## config.mk

```make
export PLATFORM = sky130hd
export DESIGN_NAME = ta_write_guard
export DESIGN_NICKNAME = d
export VERILOG_FILES = /design/src/rtl/tag_pkg.sv /design/src/rtl/ta_unlock.sv /design/src/rtl/ta_guard_reg.sv /design/src/rtl/plain_reg.sv /design/src/rtl/ta_write_guard.sv
export SDC_FILE = /design/constraint.sdc
export NUM_CORES = 1
export LEC_CHECK = 0
export ABC_AREA = 1
export CAP_MARGIN = 0
export CORE_MARGIN = 2
export CORE_UTILIZATION = 53
export DETAILED_ROUTE_END_ITERATION = 8
export GPL_ROUTABILITY_DRIVEN = 0
export MAX_ROUTING_LAYER = met4
export PLACE_DENSITY = 0.95
export SLEW_MARGIN = 20
export SYNTH_ARGS = -nofsm -noshare
export SYNTH_HDL_FRONTEND = slang
export SYNTH_HIERARCHICAL = 1
export SYNTH_SLANG_ARGS = --single-unit
```

## constraint.sdc

```tcl
create_clock -name clk -period 6.9 [get_ports clk]
set_clock_uncertainty 0.1 [all_clocks]
set_input_delay 1.38 -clock clk [delete_from_list [all_inputs] [get_ports clk]]
set_output_delay 1.38 -clock clk [all_outputs]
set_load 0.03 [all_outputs]
```

## src/rtl/tag_pkg.sv

```systemverilog
package tag_pkg;
  typedef logic [7:0] byte_t;

  localparam int NGRD = 5;
  localparam int NPLN = 4;

  // guarded registers: memory, partition, crc, power, interrupt priority
  localparam byte_t GRD_ADDR [NGRD] = '{8'hC6, 8'hD8, 8'hC1, 8'h87, 8'hB8};
  localparam byte_t GRD_TA   [NGRD] = '{8'h0F, 8'hEF, 8'hFF, 8'hB9, 8'h7F};
  localparam byte_t GRD_WM   [NGRD] = '{8'hF7, 8'hFE, 8'h0F, 8'hFF, 8'hFF};
  localparam byte_t GRD_RSTM [NGRD] = '{8'hFB, 8'h01, 8'hF0, 8'h00, 8'h00};

  // unguarded registers: crc low, crc high, random number, partition status
  localparam byte_t PLN_ADDR [NPLN] = '{8'hC2, 8'hC3, 8'hCF, 8'hDA};

  function automatic byte_t guard_merge(input byte_t old, input byte_t data,
                                        input byte_t ta, input byte_t wm,
                                        input logic timed);
    byte_t ta_eff;
    byte_t stage;
    ta_eff = timed ? 8'hFF : ta;
    stage  = (old & ~ta_eff) | (data & ta_eff);
    return (old & ~wm) | (stage & wm);
  endfunction
endpackage

```

## src/rtl/ta_unlock.sv

```systemverilog
module ta_unlock #(
  parameter int          WIN_LEN  = 6,
  parameter int          WIN_W    = 3,
  parameter logic [7:0]  KEY_ADDR = 8'hC7,
  parameter logic [7:0]  KEY_ARM  = 8'hAA,
  parameter logic [7:0]  KEY_OPEN = 8'h55
) (
  input  logic             clk,
  input  logic             rst_n,
  input  logic             wr_fire,
  input  logic [7:0]       wr_addr,
  input  logic [7:0]       wr_data,
  input  logic             retire,
  output logic [7:0]       key_q,
  output logic [WIN_W-1:0] win_q,
  output logic             timed_o
);
  localparam logic [WIN_W-1:0] WIN_LOAD = WIN_W'(WIN_LEN);
  localparam logic [WIN_W-1:0] WIN_ONE  = WIN_W'(1);

  logic key_wr;
  logic arm;
  logic win_open;

  assign key_wr   = wr_fire && (wr_addr == KEY_ADDR);
  assign win_open = (win_q != '0);
  assign arm      = key_wr && (wr_data == KEY_ARM) && !win_open;
  assign timed_o  = win_open && (key_q == KEY_OPEN);

  always_ff @(posedge clk) begin
    if (!rst_n) begin
      key_q <= 8'h00;
      win_q <= '0;
    end else begin
      if (key_wr) key_q <= wr_data;
      if (arm)
        win_q <= WIN_LOAD;
      else if (retire && win_open)
        win_q <= win_q - WIN_ONE;
    end
  end
endmodule

```

## src/rtl/ta_guard_reg.sv

```systemverilog
module ta_guard_reg
  import tag_pkg::*;
#(
  parameter byte_t ADDR     = 8'h00,
  parameter byte_t TA_MASK  = 8'h00,
  parameter byte_t WR_MASK  = 8'hFF,
  parameter byte_t RST_MASK = 8'h00
) (
  input  logic  clk,
  input  logic  rst_n,
  input  byte_t boot,
  input  logic  wr_fire,
  input  byte_t wr_addr,
  input  byte_t wr_data,
  input  logic  timed,
  output byte_t q
);
  logic hit;
  assign hit = wr_fire && (wr_addr == ADDR);

  always_ff @(posedge clk) begin
    if (!rst_n)
      q <= boot & RST_MASK;
    else if (hit)
      q <= guard_merge(q, wr_data, TA_MASK, WR_MASK, timed);
  end
endmodule

```

## src/rtl/plain_reg.sv

```systemverilog
module plain_reg
  import tag_pkg::*;
#(
  parameter byte_t ADDR = 8'h00
) (
  input  logic  clk,
  input  logic  rst_n,
  input  logic  wr_fire,
  input  byte_t wr_addr,
  input  byte_t wr_data,
  output byte_t q
);
  always_ff @(posedge clk) begin
    if (!rst_n)
      q <= 8'h00;
    else if (wr_fire && (wr_addr == ADDR))
      q <= wr_data;
  end
endmodule

```

## src/rtl/ta_write_guard.sv

```systemverilog
module ta_write_guard
  import tag_pkg::*;
#(
  parameter int          WIN_LEN  = 6,
  parameter logic [7:0]  KEY_ADDR = 8'hC7,
  parameter logic [7:0]  KEY_ARM  = 8'hAA,
  parameter logic [7:0]  KEY_OPEN = 8'h55,
  localparam int         WIN_W    = $clog2(WIN_LEN + 1)
) (
  input  logic             clk,
  input  logic             rst_n,
  input  logic [7:0]       boot_memctl,
  input  logic [7:0]       boot_partctl,
  input  logic [7:0]       boot_crcctl,
  input  logic             wr_valid,
  output logic             wr_ready,
  input  logic [7:0]       wr_addr,
  input  logic [7:0]       wr_data,
  input  logic             retire,
  output logic [7:0]       memctl_q,
  output logic [7:0]       partctl_q,
  output logic [7:0]       crcctl_q,
  output logic [7:0]       pwrctl_q,
  output logic [7:0]       intpri_q,
  output logic [7:0]       crclo_q,
  output logic [7:0]       crchi_q,
  output logic [7:0]       rng_q,
  output logic [7:0]       pstat_q,
  output logic [7:0]       key_q,
  output logic [WIN_W-1:0] window_q
);
  logic  wr_fire;
  logic  timed;
  byte_t boot_arr [NGRD];
  byte_t grd_q    [NGRD];
  byte_t pln_q    [NPLN];

  assign wr_ready = 1'b1;
  assign wr_fire  = wr_valid && wr_ready;

  assign boot_arr[0] = boot_memctl;
  assign boot_arr[1] = boot_partctl;
  assign boot_arr[2] = boot_crcctl;
  assign boot_arr[3] = 8'h00;
  assign boot_arr[4] = 8'h00;

  ta_unlock #(
    .WIN_LEN (WIN_LEN),
    .WIN_W   (WIN_W),
    .KEY_ADDR(KEY_ADDR),
    .KEY_ARM (KEY_ARM),
    .KEY_OPEN(KEY_OPEN)
  ) u_unlock (
    .clk    (clk),
    .rst_n  (rst_n),
    .wr_fire(wr_fire),
    .wr_addr(wr_addr),
    .wr_data(wr_data),
    .retire (retire),
    .key_q  (key_q),
    .win_q  (window_q),
    .timed_o(timed)
  );

  for (genvar g = 0; g < NGRD; g++) begin : g_grd
    ta_guard_reg #(
      .ADDR    (GRD_ADDR[g]),
      .TA_MASK (GRD_TA[g]),
      .WR_MASK (GRD_WM[g]),
      .RST_MASK(GRD_RSTM[g])
    ) u_reg (
      .clk    (clk),
      .rst_n  (rst_n),
      .boot   (boot_arr[g]),
      .wr_fire(wr_fire),
      .wr_addr(wr_addr),
      .wr_data(wr_data),
      .timed  (timed),
      .q      (grd_q[g])
    );
  end

  for (genvar p = 0; p < NPLN; p++) begin : g_pln
    plain_reg #(
      .ADDR(PLN_ADDR[p])
    ) u_reg (
      .clk    (clk),
      .rst_n  (rst_n),
      .wr_fire(wr_fire),
      .wr_addr(wr_addr),
      .wr_data(wr_data),
      .q      (pln_q[p])
    );
  end

  assign memctl_q  = grd_q[0];
  assign partctl_q = grd_q[1];
  assign crcctl_q  = grd_q[2];
  assign pwrctl_q  = grd_q[3];
  assign intpri_q  = grd_q[4];
  assign crclo_q   = pln_q[0];
  assign crchi_q   = pln_q[1];
  assign rng_q     = pln_q[2];
  assign pstat_q   = pln_q[3];
endmodule

```

### Yosys cells after proc, flatten, opt, wreduce, memory -nomap -nowiden

Cells that the tools add are included.

| word-level totals | value |
|---|---|
| flip-flop bits (word level) | 83 |
| input bits | 44 |
| output and inout port bits | 84 |
| word-level logic and storage cells | 81 |

| cells by class | value |
|---|---|
| add/sub/neg operators | 1 |
| eq/ne operators | 15 |
| muxes and demuxes | 12 |
| bitwise gates (word level) | 20 |
| reduce and logical (&&, ||, !) cells | 18 |

Operators with widths:

| kind | number |
|---|---|
| == test 8 bit (second input constant) | 11 |
| AND 8 bit | 8 |
| two-way mux 8 bit | 6 |
| NOT 8 bit | 4 |
| bitwise OR 8 bit | 4 |
| logical AND 1 bit | 14 |
| == test 8 x 7 -> 1 bit (second input constant) | 1 |
| bitwise OR 1 x 8 -> 8 bit | 1 |
| bitwise OR 4 x 8 -> 8 bit | 1 |
| bitwise OR 8 x 4 -> 8 bit | 1 |
| two-way mux 7 bit | 1 |
| two-way mux 3 bit | 2 |
| != test 2 x 1 -> 1 bit (second input constant) | 3 |
| two-way mux 5 bit | 1 |
| nonzero test 3 bit | 1 |
| subtractor 3 x 1 -> 3 bit (second input constant) | 1 |
| two-way mux 1 bit | 2 |
| nonzero test 2 bit | 1 |
| OR reduction 2 bit | 1 |
| zero test 1 bit | 1 |
| NOT 1 bit | 1 |

### Depth between registers and ports, before layout

Gate-level depths: netlist of the first run.

| logic depth | value |
|---|---|
| depth in word-level cells | 9 |
| mapped depth | 9 |
| gate-level depth less buffers | 9 |

### Hierarchy

Netlist of the first run, hierarchy kept.

Modules (own cells, without submodules):

| module | times used | cells an instance | area each (um2) | seq. area each (um2) |
|---|---|---|---|---|
| ta_unlock | 1 | 115 | 700.7 | 220.2 |
| ta_guard_reg (g_grd[0].u_reg) | 1 | 61 | 505.5 | 230.2 |
| plain_reg (g_pln[3].u_reg) | 1 | 79 | 501.7 | 160.2 |
| plain_reg (g_pln[2].u_reg) | 1 | 75 | 473.0 | 160.2 |
| plain_reg (g_pln[0].u_reg) | 1 | 66 | 445.4 | 160.2 |
| plain_reg (g_pln[1].u_reg) | 1 | 62 | 429.2 | 160.2 |
| ta_guard_reg (g_grd[3].u_reg) | 1 | 62 | 426.7 | 160.2 |
| ta_guard_reg (g_grd[4].u_reg) | 1 | 59 | 411.6 | 160.2 |
| ta_guard_reg (g_grd[2].u_reg) | 1 | 48 | 405.4 | 200.2 |
| ta_guard_reg (g_grd[1].u_reg) | 1 | 43 | 402.9 | 170.2 |
| ta_write_guard | 1 | 3 | 15.0 | 0.0 |

### Worst setup path before layout of the first run

No wires, ideal clock.

| timing path | value |
|---|---|
| path type | reg2reg |
| start point | reg u_unlock.win_q[0] |
| end point | reg g_grd[0].u_reg.q[4], data pin |
| library setup time | 254 ps |
| data arrival time | 2145 ps |
| required time | 6546 ps |
| path slack | 4401 ps |
| stages on the path, launching flop included | 9 |
| buffers on the path | 0 |
| clock period less this slack | 2499 ps |
| cell sequence | dfxtp_1 inv_1 ha_1 inv_1 nor2_1 nor3_1 o21ai_1 nand4_1 nand2_1 |

| between the ends | value |
|---|---|
| word-level cells in the longest chain between the ends | 9 |
| elaborated cells on any way between the ends | 10 |
| those cells by class | mux (3); bitwise (5); reduce/logical (2) |

Ends and longest elaborated chain:

| element | RTL line | source |
|---|---|---|
| from (decl) | ta_unlock.sv:15 | `output logic [WIN_W-1:0] win_q,` |
| from (signal assigned) | ta_unlock.sv:39 | `win_q <= win_q - WIN_ONE;` |
| nonzero test 3 bit * | ta_unlock.sv:26 | `assign win_open = (win_q != '0);` |
| logical AND 1 bit * | ta_unlock.sv:28 | `assign timed_o = win_open && (key_q == KEY_OPEN);` |
| named net timed | ta_write_guard.sv:33 | `logic timed;` |
| two-way mux 8 bit * | tag_pkg.sv:21 | `ta_eff = timed ? 8'hFF : ta;` |
| NOT 8 bit | tag_pkg.sv:22 | `stage = (old & ~ta_eff) \| (data & ta_eff);` |
| AND 8 bit | tag_pkg.sv:22 |  |
| bitwise OR 8 bit * | tag_pkg.sv:22 |  |
| bitwise OR 4 x 8 -> 8 bit * | tag_pkg.sv:23 | `return (old & ~wm) \| (stage & wm);` |
| two-way mux 8 bit * | ta_guard_reg.sv:24 | `else if (hit)` |
| two-way mux 8 bit * | ta_guard_reg.sv:22 | `if (!rst_n)` |
| to (signal assigned) | ta_guard_reg.sv:23 | `q <= boot & RST_MASK;` |
| to (signal assigned) | ta_guard_reg.sv:25 | `q <= guard_merge(q, wr_data, TA_MASK, WR_MASK, timed);` |
| to (decl) | ta_guard_reg.sv:16 | `output byte_t q` |

Mark *: on every way through the listed nets, which the timed path passes. The rest lies on a longest branch. The select of a mux whose other input is x is not followed.
A chain may end at the register's enable or synchronous reset.

### Worst setup path in the final report of the first run

| timing path | value |
|---|---|
| start point | in wr_addr[2] |
| end point | reg u_unlock.key_q[2] |

| between the ends | value |
|---|---|
| word-level cells in the longest chain between the ends | 2 |

Ends and longest elaborated chain:

| element | RTL line | source |
|---|---|---|
| from (decl) | ta_write_guard.sv:17 | `input logic [7:0] wr_addr,` |
| == test 8 bit | ta_unlock.sv:25 | `assign key_wr = wr_fire && (wr_addr == KEY_ADDR);` |
| logical AND 1 bit | ta_unlock.sv:25 |  |
| to (signal assigned) | ta_unlock.sv:35 | `if (key_wr) key_q <= wr_data;` |
| to (decl) | ta_unlock.sv:14 | `output logic [7:0] key_q,` |

No other way between the ends.

==> flow_summary.ini, run 1 <==
[clock_tree]
cts.clk_slew.worst_paths_ns = 0.09
h-tree-depth = 3
cts-resized-gates = 0
cts_setup_buffers = 0
cts_hold_buf = 0
worstSkewPairLatency_ns = 0.35
cts_tree = built
cts_made_buffers = 9
clock-sinks = 83
cts_root_buf = clkbuf_8
cts_max_path_buffers = 2

[sta]
setup-tns-final_ns = 0
max_slew_margin_pct = 34.1
worst_slack_ns = 3.64
finalSetupViolations = 0
grt_setup_unrepaired = no
hold_viol = 0
worst_pin_slew_ns = 0.983
clock.fmax_mhz = 307
min_period_over_period_pct = 47.2
period_needed_ns = 3.26
drv_slew = 0

[routing]
wl_per_cell_um = 12.8
first_pass_iters = 5
ant_nets = 0
drc = 0
via_per_inst = 4.88
wl_um = 11500
dr_total_vias = 4396
drtIter0Drc = 274

[floorplanning]
dieArea_mm2 = 0.00966
core_mm2 = 0.00868
fp-row-count = 34
start_util_pct = 54.3
chipWidth_um = 98.3
ios = 128
chipHeight_um = 98.3

[finish]
antennaDiodeCount = 0
area_growth_pct = 29.0
nets = 833
final_cell_mix = inv_1, nand2_1, nor2_1, clkdlybuf4s50_1, dfxtp_1
finish.utilization_pct = 70.1
drive_gt1_share_pct = 11.6

[global_routing]
grt_usage_pct = 24.6
grt_pass1_wl_um = 18600
gr-total-overflow = 0
antenna_found_initial = 0
grt_pass1_vias = 4013
grt_max_degree = 45

[power]
swShare_pct = 31.8
clock_power_share_pct = 29.1
pwr-share-seq_pct = 49.0
vdd_drop_max_mv = 0.103
p_int_mw = 0.714
powerDensity_mw_per_mm2 = 172
p_sw_mw = 0.332
p_comb_share_pct = 21.8
leakagePower_nw = 2.89

[placed_design]
port-buffer-count = 114
dpl.hpwl_um = 7930
dp_worst_setup_slack_ns = 3.31

[logic_synthesis]
syn_area_mm2 = 0.00471
synth_warnings = 6
syn-num-nets = 718
syn_inst = 672
synth_area_per_cell_um2 = 7.01

[critical_path]
cp_max_fo = 10
cp.required_ns = 7.09
arrival_ns = 3.45
critPathKind = in -> reg
start_kind = input pin
end_kind = register

[min_path]
worst_hold_path_type = reg -> reg

[status]
status = completed

[job]
max-cap-violations = 0
[worst max-delay path, cell delays in order]
cell and delay, ns:
clkdlybuf4s50_1 1.08, inv_2 0.13, nor3_4 0.41, nand3_4 0.19
nand2_1 0.10, inv_1 0.05, nor2_1 0.11
[routing by layer]
metal | global-route usage (%) | wire [um] | vias to the layer above
met5 | - | 0 | -
met4 | 10.0 | 354 | 0
met3 | 5.37 | 744 | 31
met2 | 41.5 | 5580 | 143
met1 | 28.4 | 4830 | 1968
li1 | - | - | 2254
[metrics by stage]
step | std cells | cell area [um2] | power, mW | hold WS, ns
after floorplan | 672 | 4710 | 0.661 | 0.488
after global placement | 884 | 5910 | 0.744 | 0.349
after detailed placement | 884 | 5910 | 0.750 | 0.356
after CTS | 900 | 6080 | 1.05 | 0.373
after global routing | 900 | 6080 | 1.10 | 0.394
final | 900 | 6080 | 1.05 | 0.372
[registers in the layout, indices dropped and copies added (netlist names), named ones only]
| signal | cells |
|---|---|
| u_unlock/win_q | 3 |
| g_grd.u_reg/q | 35 |
| g_pln.u_reg/q | 32 |
| u_unlock/key_q | 8 |
[final timing paths]
check	startpoint	endpoint	slack, ns	cells after the start
worst max-delay path	wr_addr[2]	u_unlock/key_q[2]	3.64	7
worst min-delay path	g_grd[1].u_reg/q[6]	g_grd[1].u_reg/q[6]	0.37	2
worst max register to register	u_unlock/win_q[0]	g_grd[0].u_reg/q[7]	4.59	8
worst min register to register	g_grd[1].u_reg/q[6]	g_grd[1].u_reg/q[6]	0.37	2
[cell type report]
type	count	area, um2
clock buffer	10	128
clock inverter	6	40.0
fill	699	2600
inverter	164	616
multi-input combinational	414	2240
sequential	83	1780
tap	108	135
timing repair buffer	115	1140
[power by group through the flow]
stage / Clock [mW] / Combinational (mW) / Sequential (mW)
5_1_grt: 0.339 / 0.247 / 0.515
2_1_floorplan: 0 / 0.109 / 0.552
3_3_place_gp: 0 / 0.220 / 0.523
4_1_cts: 0.312 / 0.227 / 0.513
6_report: 0.305 / 0.228 / 0.513
3_5_place_dp: 0 / 0.226 / 0.524
(Power assumes the default switching activity.)
==> run 2: changes to the inputs <==
--- a/config.mk
+++ b/config.mk
@@ -8,11 +8,11 @@
 export ABC_AREA = 1
 export CAP_MARGIN = 0
 export CORE_MARGIN = 2
-export CORE_UTILIZATION = 53
+export CORE_UTILIZATION = 49
 export DETAILED_ROUTE_END_ITERATION = 8
 export GPL_ROUTABILITY_DRIVEN = 0
 export MAX_ROUTING_LAYER = met4
-export PLACE_DENSITY = 0.95
+export PLACE_DENSITY = 0.89
 export SLEW_MARGIN = 20
 export SYNTH_ARGS = -nofsm -noshare
 export SYNTH_HDL_FRONTEND = slang
==> constraint.sdc (replaced) <==
create_clock -name clk -period 3.26 [get_ports clk]
set_clock_uncertainty 0.1 [all_clocks]
set_input_delay 0.652 -clock clk [delete_from_list [all_inputs] [get_ports clk]]
set_output_delay 0.652 -clock clk [all_outputs]
set_load 0.03 [all_outputs]
==> run 2 against run 1 <==
Sequential share of layout area down 0.55 points. Core utilization down 3.3 points. Combinational power up 110%. Clock power up 130%. Via count down 2.0%. Highest routed layer unchanged.
==> flow_summary.ini, run 2 (synthesis results as in run 1) <==
[clock_tree]
cts_setup_buffers = 0
cts.clk_slew.worst_paths_ns = 0.08
cts_root_buf = clkbuf_8
cts_made_buffers = 9
cts_tree = built
cts_hold_buf = 0
worstSkewPairLatency_ns = 0.35
cts-resized-gates = 0
clock-sinks = 83
h-tree-depth = 3
cts_max_path_buffers = 2

[status]
status = completed

[finish]
seq_area_mm2 = 0.00178
n_fill_cell = 814
nets = 841
drive_gt1_share_pct = 12.4
top_regs = g_grd.u_reg/q (35), g_pln.u_reg/q (32), u_unlock/key_q (8)
largest_reg_flops = 35
final_cell_mix = inv_1, nand2_1, nor2_1, clkdlybuf4s50_1, dfxtp_1
largest_register = g_grd.u_reg/q
finish.utilization_pct = 66.8
area_growth_pct = 31.5
antennaDiodeCount = 0
multiInputGateArea_mm2 = 0.00224

[placed_design]
dpl.hpwl_um = 8040
port-buffer-count = 114
dp_worst_setup_slack_ns = 0.630

[floorplanning]
dieArea_mm2 = 0.0104
chipHeight_um = 102
start_util_pct = 50.8
ios = 128
fp-row-count = 35
chipWidth_um = 102
core_mm2 = 0.00928

[min_path]
whs_path_depth = 2
worst_hold_path_type = reg -> reg
min_to = g_grd[1].u_reg/q[6]
min_from = g_grd[1].u_reg/q[6]

[routing]
dr_total_vias = 4308
wl_per_cell_um = 12.1
drtIter0Drc = 228
ant_nets = 0
first_pass_iters = 5
via_per_inst = 4.64
drc = 0
wl_um = 11200

[global_routing]
gr-total-overflow = 0
grt_usage_pct = 22.8
grt_max_degree = 41
antenna_found_initial = 0
grt_pass1_wl_um = 18200
grt_pass1_vias = 3921

[power]
power_mw = 2.28
leakagePower_nw = 2.95
powerDensity_mw_per_mm2 = 367
vdd_drop_max_mv = 0.255

[critical_path]
r2r_slack_ns = 1.01
end_kind = register
start_kind = register
rr_worst_depth = 9
cp.required_ns = 3.45
cp_max_fo = 11
critPathKind = reg -> reg
arrival_ns = 2.44
r2r_start = u_unlock/win_q[0]

[sta]
worst_pin_slew_ns = 0.994
setup-tns-final_ns = 0
holdWs_ns = 0.366
min_period_over_period_pct = 69.1
grt_setup_unrepaired = no
finalSetupViolations = 0
max_slew_margin_pct = 33.4
drv_slew = 0
hold_viol = 0
period_needed_ns = 2.25
clock.fmax_mhz = 444
worst_slack_ns = 1.01

[job]
max-cap-violations = 0
==> run 2: critical path: stages (launching register included) <==
cell	delay (ns)
dfxtp_1	0.34
inv_1	0.08
ha_1	0.21
inv_1	0.05
nor2_1	0.05
nor3_2	0.81
nand4_4	0.25
nand2_1	0.14
nand2_1	0.06
nor2_1	0.08
==> run 2: worst max path at each step <==
stage | start | end | slack (ns) | cells past startpoint
finish | u_unlock/win_q[0] | register | 1.01 | 9
global route | u_unlock/win_q[0] | register | 0.77 | 8
CTS | wr_addr[2] | u_unlock/key_q[7] | 1.0 | 7
detailed placement | wr_addr[2] | u_unlock/win_q[0] | 0.63 | 6
global placement | wr_addr[2] | u_unlock/win_q[0] | 0.67 | 6
floorplan | u_unlock/win_q[0] | g_grd[0].u_reg/q[4] | 0.76 | 8
==> run 2: routing by layer <==
metal / track usage [%] / share of wire (%) / vias to the layer above
li1: - / - / 2268
met2: 36.2 / 46 / 135
met1: 28.4 / 44 / 1883
met5: - / 0 / -
met4: 7.08 / 1.6 / 0
met3: 6.09 / 8.8 / 22
==> run 2: layout make-up <==
cell class / count / area share [%]
Inverter: 164 / 9.93
Timing Repair Buffer: 123 / 19.6
Multi-Input combinational cell: 414 / 36.1
Tap cell: 129 / 2.60
Clock buffer: 11 / 2.12
Clock inverter: 5 / 0.868
Sequential cell: 83 / 28.8
==> run 2: metrics by stage <==
step | instances | instance area, um2
floorplan | 672 | 4710
global placement | 913 | 6010
detailed placement | 913 | 6010
CTS | 929 | 6200
global route | 929 | 6200
finish | 929 | 6200
==> run 2: where the power goes <==
group | total, mW | leakage (nW) | internal, mW | switching (mW)
clock network | 0.708 | 0.0870 | 0.351 | 0.357
logic | 0.483 | 2.17 | 0.174 | 0.309
registers | 1.08 | 0.688 | 1.07 | 0.0161
